[src/rtl/frag_rx_pkg.sv]
`timescale 1ns/1ps
package frag_rx_pkg;
  localparam int SLOT_W  = 32;
  localparam int FLEN_W  = 9;
  localparam int FLEN_LO = 16;
  localparam int LAST_BIT = 31;

  typedef enum logic [2:0] {
    S_IDLE, S_HWAIT, S_HCHK, S_PWAIT, S_POP, S_EMIT, S_POST, S_FIN
  } rx_state_e;

  function automatic logic [FLEN_W-1:0] hdr_len(input logic [SLOT_W-1:0] h);
    return h[FLEN_LO +: FLEN_W];
  endfunction

  function automatic logic hdr_last(input logic [SLOT_W-1:0] h);
    return h[LAST_BIT];
  endfunction

  // slots needed to carry n bytes, rounded up
  function automatic logic [7:0] slots_for(input logic [FLEN_W-1:0] n);
    logic [FLEN_W:0] t;
    t = {1'b0, n} + 10'd3;
    return t[FLEN_W:2];
  endfunction

  // bytes delivered by the next slot given bytes still owed
  function automatic logic [2:0] bytes_this_slot(input logic [FLEN_W-1:0] rem);
    return (rem >= FLEN_W'(4)) ? 3'd4 : rem[2:0];
  endfunction
endpackage

[src/rtl/frag_poll_timer.sv]
`timescale 1ns/1ps
module frag_poll_timer #(
  parameter int POLL_CYC      = 4,
  parameter int TIMEOUT_POLLS = 25
) (
  input  logic clk,
  input  logic rst_n,
  input  logic arm,
  input  logic active,
  output logic tick,
  output logic expired
);
  localparam int DIV_W = $clog2(POLL_CYC + 1);
  localparam int CNT_W = $clog2(TIMEOUT_POLLS + 1);

  logic [DIV_W-1:0] div_q;
  logic [CNT_W-1:0] cnt_q;

  assign tick    = active && (div_q == '0);
  assign expired = tick && (cnt_q == CNT_W'(TIMEOUT_POLLS));

  always_ff @(posedge clk) begin
    if (!rst_n) begin
      div_q <= '0;
      cnt_q <= '0;
    end else if (arm) begin
      div_q <= '0;
      cnt_q <= '0;
    end else if (tick) begin
      div_q <= DIV_W'(POLL_CYC - 1);
      if (cnt_q != CNT_W'(TIMEOUT_POLLS)) cnt_q <= cnt_q + 1'b1;
    end else if (active) begin
      div_q <= div_q - 1'b1;
    end
  end

  AST_EXPIRE_AFTER_ARM: assert property (@(posedge clk) disable iff (!rst_n)
    arm |=> !expired);
endmodule

[src/rtl/frag_unpacker.sv]
`timescale 1ns/1ps
module frag_unpacker (
  input  logic        clk,
  input  logic        rst_n,
  input  logic        load,
  input  logic [31:0] word,
  input  logic [2:0]  nbytes,
  output logic        out_valid,
  output logic [7:0]  out_byte,
  output logic        last
);
  logic [31:0] word_q;
  logic [2:0]  nb_q;
  logic [1:0]  idx_q;
  logic        act_q;

  assign out_valid = act_q;
  assign out_byte  = word_q[{idx_q, 3'b000} +: 8];
  assign last      = act_q && (({1'b0, idx_q} + 3'd1) == nb_q);

  always_ff @(posedge clk) begin
    if (!rst_n) begin
      word_q <= '0;
      nb_q   <= '0;
      idx_q  <= '0;
      act_q  <= 1'b0;
    end else if (load) begin
      word_q <= word;
      nb_q   <= nbytes;
      idx_q  <= '0;
      act_q  <= (nbytes != 3'd0);
    end else if (act_q) begin
      if (last) act_q <= 1'b0;
      else      idx_q <= idx_q + 1'b1;
    end
  end

  AST_LOAD_WHEN_IDLE: assert property (@(posedge clk) disable iff (!rst_n)
    load |-> !act_q);
  AST_NONEMPTY_LOAD: assert property (@(posedge clk) disable iff (!rst_n)
    load |-> (nbytes != 3'd0) && (nbytes <= 3'd4));
endmodule

[src/rtl/frag_rx_reassembler.sv]
`timescale 1ns/1ps
module frag_rx_reassembler
  import frag_rx_pkg::*;
#(
  parameter int BUF_W         = 12,
  parameter int FILL_W        = 8,
  parameter int POLL_CYC      = 4,
  parameter int TIMEOUT_POLLS = 25
) (
  input  logic              clk,
  input  logic              rst_n,
  input  logic              start,
  input  logic [BUF_W-1:0]  buf_space,
  input  logic              peer_ready,
  input  logic [FILL_W-1:0] slot_fill,
  input  logic [31:0]       slot_data,
  output logic              slot_rd,
  output logic              ping,
  output logic              out_valid,
  output logic [7:0]        out_byte,
  output logic              warn_zero,
  output logic              done,
  output logic              ok,
  output logic [BUF_W-1:0]  rx_len
);
  // BUF_W >= FLEN_W and FILL_W >= 8 are assumed by the width casts below
  rx_state_e         state;
  logic [FLEN_W-1:0] len_q, rem_q;
  logic              last_q, abort_q, tout_q;
  logic [BUF_W-1:0]  left_q, total_q;
  logic              done_q, ok_q, ping_q, warn_q;

  logic              tick, expired, waiting, have;
  logic [FILL_W-1:0] need;
  logic [BUF_W-1:0]  len_b, eff_len, left_next;
  logic              oversize, emit_last, unpack_load;
  logic [2:0]        nb;

  assign waiting   = (state == S_HWAIT) || (state == S_PWAIT);
  assign need      = (state == S_PWAIT) ? FILL_W'(slots_for(len_q)) : FILL_W'(1);
  assign have      = tick && (slot_fill >= need);
  assign len_b     = BUF_W'(len_q);
  assign oversize  = len_b > left_q;
  assign eff_len   = abort_q ? '0 : len_b;
  assign left_next = left_q - eff_len;
  assign nb        = bytes_this_slot(rem_q);
  assign unpack_load = (state == S_POP);

  assign slot_rd   = ((state == S_HWAIT) && have) || (state == S_POP);
  assign ping      = ping_q;
  assign warn_zero = warn_q;
  assign done      = done_q;
  assign ok        = ok_q;
  assign rx_len    = total_q;

  frag_poll_timer #(.POLL_CYC(POLL_CYC), .TIMEOUT_POLLS(TIMEOUT_POLLS)) u_timer (
    .clk(clk), .rst_n(rst_n), .arm(!waiting), .active(waiting),
    .tick(tick), .expired(expired)
  );

  frag_unpacker u_unpack (
    .clk(clk), .rst_n(rst_n), .load(unpack_load), .word(slot_data), .nbytes(nb),
    .out_valid(out_valid), .out_byte(out_byte), .last(emit_last)
  );

  always_ff @(posedge clk) begin
    if (!rst_n) begin
      state   <= S_IDLE;
      len_q   <= '0;
      rem_q   <= '0;
      last_q  <= 1'b0;
      abort_q <= 1'b0;
      tout_q  <= 1'b0;
      left_q  <= '0;
      total_q <= '0;
      done_q  <= 1'b0;
      ok_q    <= 1'b0;
      ping_q  <= 1'b0;
      warn_q  <= 1'b0;
    end else begin
      done_q <= 1'b0;
      ping_q <= 1'b0;
      warn_q <= 1'b0;
      unique case (state)
        S_IDLE: if (start) begin
          left_q  <= buf_space;
          total_q <= '0;
          ok_q    <= 1'b0;
          abort_q <= 1'b0;
          tout_q  <= 1'b0;
          state   <= S_HWAIT;
        end
        S_HWAIT: if (have) begin
          len_q  <= hdr_len(slot_data);
          last_q <= hdr_last(slot_data);
          state  <= S_HCHK;
        end else if (expired) begin
          tout_q <= 1'b1;
          state  <= S_FIN;
        end
        S_HCHK: if (oversize) begin
          abort_q <= 1'b1;
          state   <= S_POST;
        end else if (len_q == '0) begin
          warn_q <= 1'b1;
          state  <= S_POST;
        end else begin
          rem_q <= len_q;
          state <= S_PWAIT;
        end
        S_PWAIT: if (have) begin
          state <= S_POP;
        end else if (expired) begin
          tout_q <= 1'b1;
          state  <= S_FIN;
        end
        S_POP: begin
          rem_q <= rem_q - FLEN_W'(nb);
          state <= S_EMIT;
        end
        S_EMIT: if (emit_last) state <= (rem_q == '0) ? S_POST : S_POP;
        S_POST: begin
          ping_q  <= !last_q && (slot_fill == '0);
          total_q <= total_q + eff_len;
          left_q  <= left_next;
          state   <= (last_q || eff_len == '0 || left_next == '0) ? S_FIN : S_HWAIT;
        end
        S_FIN: begin
          done_q <= 1'b1;
          ok_q   <= last_q && !abort_q && !tout_q && (len_q != '0) && peer_ready;
          state  <= S_IDLE;
        end
        default: state <= S_IDLE;
      endcase
    end
  end

  AST_RD_NEEDS_FILL: assert property (@(posedge clk) disable iff (!rst_n)
    slot_rd |-> (slot_fill != '0));
  AST_PING_DRAINED: assert property (@(posedge clk) disable iff (!rst_n)
    ping |-> ($past(state) == S_POST) && ($past(slot_fill) == '0));
  AST_BYTES_IN_SPACE: assert property (@(posedge clk) disable iff (!rst_n)
    out_valid |-> (left_q != '0));
  AST_OK_NEEDS_READY: assert property (@(posedge clk) disable iff (!rst_n)
    $rose(ok) |-> $past(peer_ready));
  AST_DONE_PULSE: assert property (@(posedge clk) disable iff (!rst_n)
    done |=> !done);
endmodule

[config.mk]
export PLATFORM = sky130hd
export DESIGN_NAME = frag_rx_reassembler
export DESIGN_NICKNAME = d
export VERILOG_FILES = /design/src/rtl/frag_rx_pkg.sv /design/src/rtl/frag_poll_timer.sv /design/src/rtl/frag_unpacker.sv /design/src/rtl/frag_rx_reassembler.sv
export SDC_FILE = /design/constraint.sdc
export NUM_CORES = 1
export LEC_CHECK = 0
export ABC_AREA = 1
export CAP_MARGIN = 20
export CELL_PAD_IN_SITES_DETAIL_PLACEMENT = 1
export CELL_PAD_IN_SITES_GLOBAL_PLACEMENT = 2
export CORE_MARGIN = 2
export CORE_UTILIZATION = 33
export DETAILED_ROUTE_END_ITERATION = 10
export HOLD_SLACK_MARGIN = 0.1
export PLACE_DENSITY = 0.9
export SLEW_MARGIN = 20
export SYNTH_ARGS = -nofsm -noshare
export SYNTH_HDL_FRONTEND = slang
export SYNTH_SLANG_ARGS = --single-unit
[constraint.sdc]
create_clock -name clk -period 10.4 [get_ports clk]
set_clock_uncertainty 0.15 [all_clocks]
set_input_delay 2.6 -clock clk [delete_from_list [all_inputs] [get_ports clk]]
set_output_delay 2.6 -clock clk [all_outputs]
set_load 0.05 [all_outputs]
# --- After elaboration in Yosys (flattened, before gate mapping) ---
# Cells that the tools add are included.
totals:
  wordCells: 131
  regBits: 98
  input_bits: 56
  output_inout_bits: 26
classes:
  n_mux: 33
  add_sub_neg: 8
  n_bitwise: 4
  n_reduce_logical: 46
  n_eq_ne: 17
  n_lt_le_gt_ge: 3
  shift: 1
ops:
  columns: ["cell", "count"]
  rows:
  - ["12-bit one-hot mux with 2 select lines", 2]
  - ["32-bit by 6-bit indexed part select with 8-bit output", 1]
  - ["3-bit 2-to-1 mux", 9]
  - ["9-bit 2-to-1 mux", 3]
  - ["12-bit logical NOT", 2]
  - ["12-bit 2-to-1 mux", 2]
  - ["3-bit one-hot mux with 8 select lines", 1]
  - ["9-bit logical NOT", 2]
  - ["9-bit one-hot mux with 2 select lines", 1]
  - ["2-bit AND reduction", 8]
  - ["12-bit by 9-bit adder with 12-bit output", 1]
  - ["3-bit == test (second input constant)", 4]
  - ["9-bit by 12-bit > comparator with 1-bit output", 1]
  - ["2-bit inequality test (second input constant)", 6]
  - ["12-bit by 9-bit subtractor with 12-bit output", 1]
  - ["9-bit by 2-bit adder with 10-bit output (second input constant)", 1]
  - ["1-bit logical AND", 10]
  - ["2-bit nonzero test", 5]
  - ["9-bit by 3-bit >= comparator with 1-bit output (second input constant)", 1]
  - ["1-bit 2-to-1 mux", 9]
  - ["9-bit nonzero test", 1]
  - ["9-bit by 3-bit subtractor with 9-bit output", 1]
  - ["8-bit >= comparator", 1]
  - ["8-bit logical NOT", 1]
  - ["22 further kinds", 38]

# --- Logic depth before layout (Yosys ltp) ---
# Gate-level depths: netlist (run 1).
depth:
  depth_word: 7
  ltp_mapped: 25
  depth_no_buf: 25

# --- Modules after synthesis ---
# A second synthesis (run 1) with hierarchy kept.
unflattened:
  cells_unflattened: 958
  area_unflattened_um2: 6371.1
by_module_without_submodules:
  columns: ["mod", "cells_each", "n_inst", "area_each_um2"]
  rows:
  - ["frag_rx_reassembler", 656, 1, 4222.8]
  - ["frag_unpacker", 228, 1, 1629.1]
  - ["frag_poll_timer", 74, 1, 519.2]

# --- Least setup slack after synthesis (run 1) ---
# Ideal clock, no wire load.
synth_path:
  path_type: "input -> output"
  from: "in slot_fill[7]"
  to: "out slot_rd"
  slack_ns: 3.664
  path_buffers: 1
  arrival_ns: 3.986
  cell_stages: 10
  t_required_ns: 7.650
  cell_sequence: "ha_1 nand2_1 nor2_1 nand4_1 nand4_1 nand2_2 nor2_2 inv_2 buf_6 nand2_1"
synth_via:
  elab_chain_len: 4
synth_rtl:
  columns: ["item", "line", "source"]
  rows:
  - ["start, declared", "frag_rx_reassembler.sv:15", "input logic [FILL_W-1:0] slot_fill,"]
  - ["8-bit >= comparator", "frag_rx_reassembler.sv:41", "assign have = tick && (slot_fill >= need);"]
  - ["1-bit logical AND", "frag_rx_reassembler.sv:41", null]
  - ["1-bit logical AND", "frag_rx_reassembler.sv:49", "assign slot_rd = ((state == S_HWAIT) && have) || (state == S_POP);"]
  - ["1-bit logical OR", "frag_rx_reassembler.sv:49", null]
  - ["end, declared", "frag_rx_reassembler.sv:17", "output logic slot_rd,"]
# No other way between the ends.

# --- Final worst setup path (run 1) ---
# Same ends and word-level chain as after synthesis.

==> impl_metrics.json, run 1 <==
{
  "required_ns": 7.65,
  "outcome": "finished, final reports clean",
  "min_from": "u_timer.div_q[0]",
  "drt_pass1_iterations": 4,
  "crit_path_max_fanout": 21,
  "powerDensity_nw_per_um2": 224.7,
  "worst-endpoint-arrival_ns": 5.18,
  "synth-warning-count": 0,
  "cts_resized": 0,
  "leakagePower_nw": 3.200,
  "relSlewSlack_pct": 30.59,
  "place_hpwl_mm": 13.98,
  "crit_type": "in -> out",
  "fillerInstances": 2321,
  "syn_avg_cell_area_um2": 6.567,
  "area_growth_pct": 21.27,
  "critPathLaunch": "slot_fill[7]",
  "dp_slack_ns": 2.464,
  "cp-start-kind": "input port",
  "grt_usage_pct": 19.44,
  "cts_setup_buffers": 0,
  "htreeDepth": 3,
  "syn_area_um2": 6028,
  "drive_gt1_share_pct": 5.146,
  "die_w_um": 139.2,
  "ys_ff_latch": 98,
  "tightest_slew_ns": 1.037,
  "setup_ws_ns": 2.475,
  "maxSlewViolCount": 0,
  "grt_pass1_vias": 6171,
  "synth_ff_type": "dfxtp_1",
  "synth-edff-count": 0,
  "fin_cells": 1220,
  "cts-buffers-inserted": 9,
  "drc": 0,
  "peakVddDrop_v": 0.0001015,
  "fin_crit_sh_pct": 76.21,
  "place_inst": 1204,
  "clockRootBuffer": "clkbuf_16",
  "diodes": 0,
  "tritoncts": "yes",
  "cts.sinks": 98,
  "multi_input_area_um2": 3507,
  "setup_viol": 0,
  "final_common_cell": "nand2_1",
  "hold_viol_final": 0,
  "seq_area_um2": 1962,
  "grt-ovfl-total": 0,
  "via_count": 6091,
  "ys_async_sr_fraction_pct": 0,
  "path_clk_slew_ns": 0.08,
  "grt_max_degree": 57,
  "clock.fmax_ghz": 0.1262,
  "drt_first_iter_violations": 251,
  "layout_common_cells": "248 x nand2_1, 102 x inv_1, 98 x dfxtp_1",
  "routed_via_density": 4.993,
  "initial_utilization_pct": 33.56,
  "grt_pass1_wl_mm": 30.71,
  "r2r-start": "len_q[2]",
  "hold_class": "reg -> reg",
  "io_buffers": 81,
  "end_kind": "output pin",
  "dieArea_um2": 19360,
  "coreArea_um2": 17960,
  "finalSetupTns_ns": 0,
  "io_pins": 82,
  "place.gp.congestion": 0.8396,
  "rsz0062_at_grt": "no",
  "grt_antenna_before_repair": 0,
  "seq_area_frac_synth_pct": 32.54,
  "clock_latency_ns": 0.37,
  "netlist-cell-type-count": 44,
  "hold_buffers": 0,
  "synth_cells": 918,
  "die_h_um": 139.2,
  "period_needed_ns": 7.925,
  "syn_nets": 1017,
  "rows": 49,
  "finalWirelength_mm": 18.52,
  "nets": 1085,
  "routedWlPerCell_um": 15.18,
  "maxCapViolations": 0,
  "hold_ws_ns": 0.2893,
  "clock_tree.buffer_depth": 2,
  "antenna_left": 0
}
logic make-up (layout without fill, tap and decap cells):
group / count (synthesis) / after routing / synth area share [%]
XOR/XNOR: 6 / 6 / 0.8719
buffers and inverters: 141 / 214 / 9.278
other: 1 / 1 / 0.06221
flip-flops: 98 / 98 / 32.54
AND/OR/NAND/NOR: 467 / 467 / 33.23
adder cells (fa/ha/maj): 43 / 43 / 9.174
AO/OA/AOI/OAI: 162 / 162 / 14.84
final timing paths:
check	endpoint	slack, ns	cells past startpoint
min	u_timer.div_q[0]	0.29	1
max reg2reg	len_q[6]	6.99	23
min reg2reg	u_timer.div_q[0]	0.29	1
max	slot_rd	2.47	11
routing by layer:
metal | GRT usage, % | vias to the layer above | part of all wire (%)
li1 | - | 3154 | -
met1 | 24.33 | 2860 | 47
met2 | 35.03 | 67 | 50
met3 | 3.936 | 10 | 2.8
met4 | 3.243 | 0 | 0.81
met5 | 0 | - | 0
through the flow:
step	cell area [um2]	total power [W]	util, %
after global routing	7311	0.001795	40.70
after CTS	7311	0.001660	40.70
after floorplan	6028	0.001081	-
final	7311	0.001642	40.70
after global placement	7015	0.001294	39.05
after detailed placement	7015	0.001307	39.05
state kept, by name (all words and copies together), names as in the netlist, 2 cells and up:
register         flops
left_q              12
len_q                9
rem_q                9
rx_len              12
state                3
u_timer.cnt_q        5
u_timer.div_q        3
u_unpack.idx_q       2
u_unpack.nb_q        3
u_unpack.word_q     32
final cells by class:
cell class,instances,share of cell area [%]
well taps,229,3.919
clock buffers,9,3.081
repair buffers,85,11.43
clock inverters,7,0.9584
inverters,113,5.802
flip-flops and latches,98,26.84
multi-input cells,679,47.97
critical path: stages:
cell,delay [ns]
clkdlybuf4s50_1,0.43
ha_1,0.31
nand2_1,0.07
nor2_1,0.15
nand4_1,0.10
nand4_1,0.18
nand2_2,0.12
nor2_2,0.13
inv_2,0.16
nand2_1,0.11
clkdlybuf4s50_1,0.80
synth_stat cells (2+ instances only):
master / n / area, um2
fa_1: 2 / 40.04
o21ai_2: 3 / 26.28
a221oi_1: 2 / 17.52
xor2_1: 3 / 26.28
inv_2: 10 / 37.54
inv_1: 102 / 382.9
ha_1: 41 / 513.0
nor3_1: 7 / 35.03
a31oi_1: 15 / 93.84
or2_0: 2 / 12.51
nand3_1: 90 / 450.4
o22ai_1: 9 / 56.30
nor3_2: 2 / 20.02
nor2_2: 4 / 25.02
buf_2: 9 / 45.04
nor2_1: 85 / 319.1
o21ai_0: 47 / 235.2
xnor2_1: 3 / 26.28
a21oi_1: 68 / 340.3
nand4_1: 13 / 81.33
nand3b_1: 3 / 22.52
nor2_4: 3 / 33.78
nor4_1: 4 / 25.02
nand2_2: 4 / 25.02
o21a_1: 2 / 15.01
dfxtp_1: 98 / 1962
o21ai_1: 7 / 35.03
nand2_1: 248 / 930.9
clkbuf_1: 16 / 60.06
buf_6: 2 / 22.52
power by group:
group | internal [W] | switching (W) | total (W)
registers | 0.000427 | 0.0000537 | 0.000480
logic | 0.000269 | 0.000548 | 0.000817
clock network | 0.000169 | 0.000175 | 0.000345
Note: power is estimated with default switching activity, not from simulation.
==> run 2: changes to the inputs <==
--- a/config.mk
+++ b/config.mk
@@ -10,10 +10,10 @@
 export CELL_PAD_IN_SITES_DETAIL_PLACEMENT = 1
 export CELL_PAD_IN_SITES_GLOBAL_PLACEMENT = 2
 export CORE_MARGIN = 2
-export CORE_UTILIZATION = 33
+export CORE_UTILIZATION = 30
 export DETAILED_ROUTE_END_ITERATION = 10
 export HOLD_SLACK_MARGIN = 0.1
-export PLACE_DENSITY = 0.9
+export PLACE_DENSITY = 0.83
 export SLEW_MARGIN = 20
 export SYNTH_ARGS = -nofsm -noshare
 export SYNTH_HDL_FRONTEND = slang
==> constraint.sdc (replaced) <==
create_clock -name clk -period 7.7 [get_ports clk]
set_clock_uncertainty 0.15 [all_clocks]
set_input_delay 1.925 -clock clk [delete_from_list [all_inputs] [get_ports clk]]
set_output_delay 1.925 -clock clk [all_outputs]
set_load 0.05 [all_outputs]
==> impl_metrics.json, run 2 (synthesized netlist as in run 1, its figures left out) <==
{
  "power_switching_w": 0.001054,
  "rows": 51,
  "required_ns": 5.62,
  "maxCapViolations": 0,
  "grt_pass1_wl_mm": 31.08,
  "finalSetupTns_ns": 0,
  "cts_resized": 0,
  "r2r-start": "len_q[2]",
  "cp.depth": 11,
  "clock_power_share_pct": 21.2,
  "dieArea_um2": 21240,
  "crit_path_max_fanout": 5,
  "diodes": 0,
  "grt_max_degree": 57,
  "grt_pass1_vias": 6188,
  "min_from": "u_timer.div_q[0]",
  "drt_first_iter_violations": 214,
  "powerDensity_nw_per_um2": 302.2,
  "layout_common_cells": "248 x nand2_1, 102 x inv_1, 98 x dfxtp_1",
  "io_buffers": 81,
  "critPathLaunch": "slot_fill[7]",
  "cts.sinks": 98,
  "fin_cells": 1258,
  "r2r_slack_ns": 4.26,
  "place_inst": 1242,
  "r2r_cells": 24,
  "fin_crit_sh_pct": 84.25,
  "setup_viol": 0,
  "finalWirelength_mm": 18.98,
  "die_h_um": 145.8,
  "cts-buffers-inserted": 9,
  "io_pins": 82,
  "outcome": "finished, final reports clean",
  "peakVddDrop_v": 0.0001280,
  "hold_class": "reg -> reg",
  "seq_power_share_pct": 29.1,
  "hold_buffers": 0,
  "routed_via_density": 4.846,
  "htreeDepth": 3,
  "path_buf_inv": 3,
  "worst-endpoint-arrival_ns": 4.41,
  "intPower_w": 0.001177,
  "r2r-end": "len_q[1]",
  "end_kind": "output pin",
  "routedWlPerCell_um": 15.09,
  "path_clk_slew_ns": 0.08,
  "initial_utilization_pct": 30.77,
  "fillerInstances": 2537,
  "clockRootBuffer": "clkbuf_16",
  "via_count": 6096,
  "utilization_pct": 37.67,
  "place_hpwl_mm": 14.49,
  "period_needed_ns": 6.487,
  "rsz0062_at_grt": "no",
  "tightest_slew_ns": 0.9006,
  "critPathMaxStageDelay_ns": 0.81,
  "maxSlewViolCount": 0,
  "clock_tree.buffer_depth": 2,
  "clock_latency_ns": 0.36,
  "cp-start-kind": "input port",
  "top_register": "u_unpack.word_q",
  "drive_gt1_share_pct": 5.337,
  "antenna_left": 0,
  "crit_chain": "clkdlybuf4s50_1 > ha_1 > nand2_1 > nor2_1 > nand4_1 > nand4_1 > nand2_2 > nor2_2 > inv_2 > nand2_1 > clkdlybuf4s50_1",
  "final_common_cell": "nand2_1",
  "dp_slack_ns": 1.195,
  "combinationalPowerShare_pct": 49.7,
  "drc": 0,
  "critPathTopFamily": "buffers and inverters",
  "area_growth_pct": 22.42,
  "nets": 1087,
  "cp-endpoint": "slot_rd",
  "clock.fmax_ghz": 0.1541,
  "drt_pass1_iterations": 4,
  "coreArea_um2": 19590,
  "grt_antenna_before_repair": 0,
  "grt_usage_pct": 18.02,
  "die_w_um": 145.8,
  "critPathSlowestCell": "clkdlybuf4s50_1",
  "hold_viol_final": 0,
  "tritoncts": "yes",
  "relSlewSlack_pct": 39.74,
  "crit_type": "in -> out",
  "cts_setup_buffers": 0,
  "p_sw_share_pct": 47.24,
  "grt-ovfl-total": 0,
  "setup_ws_ns": 1.213,
  "largest_reg_flops": 32,
  "place.gp.congestion": 0.8434,
  "leakagePower_nw": 3.216
}
-- run 2: layout make-up --
| type | count | area (um2) | area share (%) |
|---|---|---|---|
| Clock buffer | 9 | 225.2 | 3.052 |
| Multi-Input combinational cell | 679 | 3507 | 47.52 |
| Timing Repair Buffer | 87 | 850.8 | 11.53 |
| Inverter | 113 | 424.2 | 5.748 |
| Clock inverter | 7 | 78.83 | 1.068 |
| Tap cell | 265 | 331.6 | 4.493 |
| Sequential cell | 98 | 1962 | 26.59 |
-- run 2: worst register-to-register path, delay by kind of cell, from the launching register on --
family	cells	cell delay (ns)
and+or+nand+nor	14	1.64
buffers and inverters	7	0.63
DFF	1	0.35
adders and majority gates	1	0.30
AOI/OAI and AO/OA	2	0.27
-- run 2: worst min-delay path by stage --
stage / end / slack, ns / cells past startpoint
floorplan: u_timer.div_q[0] / 0.26 / 1
detailed placement: u_timer.div_q[0] / 0.28 / 1
global route: u_timer.div_q[0] / 0.30 / 1
CTS: u_timer.div_q[0] / 0.29 / 1
finish: u_timer.div_q[0] / 0.28 / 1
global placement: u_timer.div_q[0] / 0.28 / 1
-- run 2: power by group through the flow --
stage                     sequential (W)  combinational (W)  clock, W
after floorplan                 0.000634           0.000826         0
after global placement          0.000659            0.00110         0
after detailed placement        0.000660            0.00112         0
after CTS                       0.000649            0.00112  0.000488
after global routing            0.000660            0.00127  0.000506
final                           0.000650            0.00111  0.000472
-- run 2: routing by layer --
layer / global-route usage (%) / part of all wire (%) / up-vias
li1: - / - / 3156
met2: 32.29 / 49 / 67
met4: 3.824 / 1.1 / 0
met3: 3.574 / 2.8 / 16
met1: 22.36 / 47 / 2857
met5: 0 / 0 / -
-- run 2: through the flow --
stage	instance area (um2)	hold WS [ns]	total power [W]
after floorplan	6028	0.2620	0.001460
after global placement	7076	0.2756	0.001763
after detailed placement	7076	0.2785	0.001775
after CTS	7380	0.2899	0.002258
after global routing	7380	0.3011	0.002431
final	7380	0.2848	0.002230
==> run 3: changes to the inputs <==
==> constraint.sdc (replaced) <==
create_clock -name clk -period 6.68 [get_ports clk]
set_clock_uncertainty 0.15 [all_clocks]
set_input_delay 1.67 -clock clk [delete_from_list [all_inputs] [get_ports clk]]
set_output_delay 1.67 -clock clk [all_outputs]
set_load 0.05 [all_outputs]
==> impl_metrics.json, run 3 (synthesized netlist as in run 1, its figures left out) <==
{
  "end_kind": "output pin",
  "nets": 1087,
  "clockRootBuffer": "clkbuf_16",
  "io_buffers": 81,
  "clock_latency_ns": 0.36,
  "clock_tree.buffer_depth": 2,
  "coreArea_um2": 19590,
  "grt-ovfl-total": 0,
  "leakagePower_nw": 3.224,
  "drt_first_iter_violations": 220,
  "setup_ws_ns": 0.8106,
  "grt_max_degree": 57,
  "clock.fmax_ghz": 0.1704,
  "drc": 0,
  "area_growth_pct": 22.52,
  "fin_crit_sh_pct": 87.87,
  "cts_resized": 0,
  "fillerInstances": 2506,
  "tightest_slew_ns": 0.7891,
  "fin_area_um2": 7386,
  "largest_reg_flops": 32,
  "peakVddDrop_v": 0.0001363,
  "dp_slack_ns": 0.7979,
  "cts_setup_buffers": 0,
  "maxCapViolations": 0,
  "crit_path_max_fanout": 5,
  "layout_common_cells": "248 x nand2_1, 102 x inv_1, 98 x dfxtp_1",
  "maxSlewViolCount": 0,
  "required_ns": 4.86,
  "place_hpwl_mm": 14.56,
  "crit_chain": "clkdlybuf4s50_1 > ha_1 > nand2_1 > nor2_1 > nand4_1 > nand4_1 > nand2_2 > nor2_2 > inv_2 > nand2_1 > clkdlybuf4s50_1",
  "io_pins": 82,
  "via_count": 6115,
  "grt_pass1_wl_mm": 31.86,
  "grt_usage_pct": 18.55,
  "grt_antenna_before_repair": 0,
  "cts.sinks": 98,
  "critPathMaxStageDelay_ns": 0.79,
  "rows": 51,
  "cp-start-kind": "input port",
  "antenna_left": 0,
  "tritoncts": "yes",
  "hold_viol_final": 0,
  "fin_cells": 1258,
  "relSlewSlack_pct": 47.27,
  "critPathSlowestCell": "clkdlybuf4s50_1",
  "routedWlPerCell_um": 15.27,
  "period_needed_ns": 5.869,
  "drt_pass1_iterations": 4,
  "dieArea_um2": 21240,
  "finalSetupTns_ns": 0,
  "grt_pass1_vias": 6196,
  "finalPower_w": 0.002591,
  "path_clk_slew_ns": 0.07,
  "top_register": "u_unpack.word_q",
  "die_w_um": 145.8,
  "rsz0062_at_grt": "no",
  "outcome": "finished, final reports clean",
  "final_common_cell": "nand2_1",
  "powerDensity_nw_per_um2": 350.8,
  "worst-endpoint-arrival_ns": 4.05,
  "drive_gt1_share_pct": 5.438,
  "dpl-instance-area_um2": 7076,
  "place.gp.congestion": 0.8690,
  "routed_via_density": 4.861,
  "initial_utilization_pct": 30.77,
  "htreeDepth": 3,
  "diodes": 0,
  "seq_area_um2": 1962,
  "setup_viol": 0,
  "die_h_um": 145.8,
  "hold_buffers": 0,
  "crit_type": "in -> out",
  "finalWirelength_mm": 19.22,
  "place_inst": 1242,
  "multi_input_area_um2": 3510,
  "hold_class": "reg -> reg",
  "cts-buffers-inserted": 9
}
## run 3: routing by layer
| layer | vias up | part of all wire (%) | track usage, % |
|---|---|---|---|
| li1 | 3157 | - | - |
| met1 | 2867 | 45 | 22.33 |
| met2 | 76 | 51 | 34.03 |
| met3 | 15 | 2.7 | 3.041 |
| met4 | 0 | 1.6 | 5.000 |
| met5 | - | 0 | 0 |
## run 3: path summary, 6_finish.rpt
path / end / cells after the start / startpoint / slack [ns]
setup / recovery: slot_rd / 11 / slot_fill[7] / 0.81
hold / removal: u_timer.div_q[0] / 1 / u_timer.div_q[0] / 0.29
setup reg to reg: len_q[1] / 24 / len_q[2] / 3.20
hold reg to reg: u_timer.div_q[0] / 1 / u_timer.div_q[0] / 0.29
## run 3: cell type report
cell class | instances | share of cell area [%]
Clock inverter | 7 | 1.118
Tap cell | 265 | 4.489
Inverter | 113 | 5.743
Timing Repair Buffer | 87 | 11.52
Clock buffer | 9 | 3.049
Multi-Input combinational cell | 679 | 47.52
Sequential cell | 98 | 26.56
## run 3: through the flow
| stage | utilization (%) | hold slack [ns] |
|---|---|---|
| 3_3_place_gp | 36.12 | 0.2739 |
| 3_5_place_dp | 36.12 | 0.2936 |
| 6_report | 37.70 | 0.2943 |
| 5_1_grt | 37.70 | 0.3336 |
| 2_1_floorplan | - | 0.2620 |
| 4_1_cts | 37.69 | 0.3046 |
## run 3: power breakdown
part	internal [W]	switching (W)	leakage, nW
Clock	0.000299	0.000259	0.156
Combinational	0.000425	0.000863	2.27
Sequential	0.000664	0.0000811	0.794
Total	0.00139	0.00120	3.22
## run 3: critical path, delay by kind of cell
kind	cells	cell delay (ns)
adders and majority gates	1	0.31
buffers and inverters	3	1.29
and+or+nand+nor	7	0.77
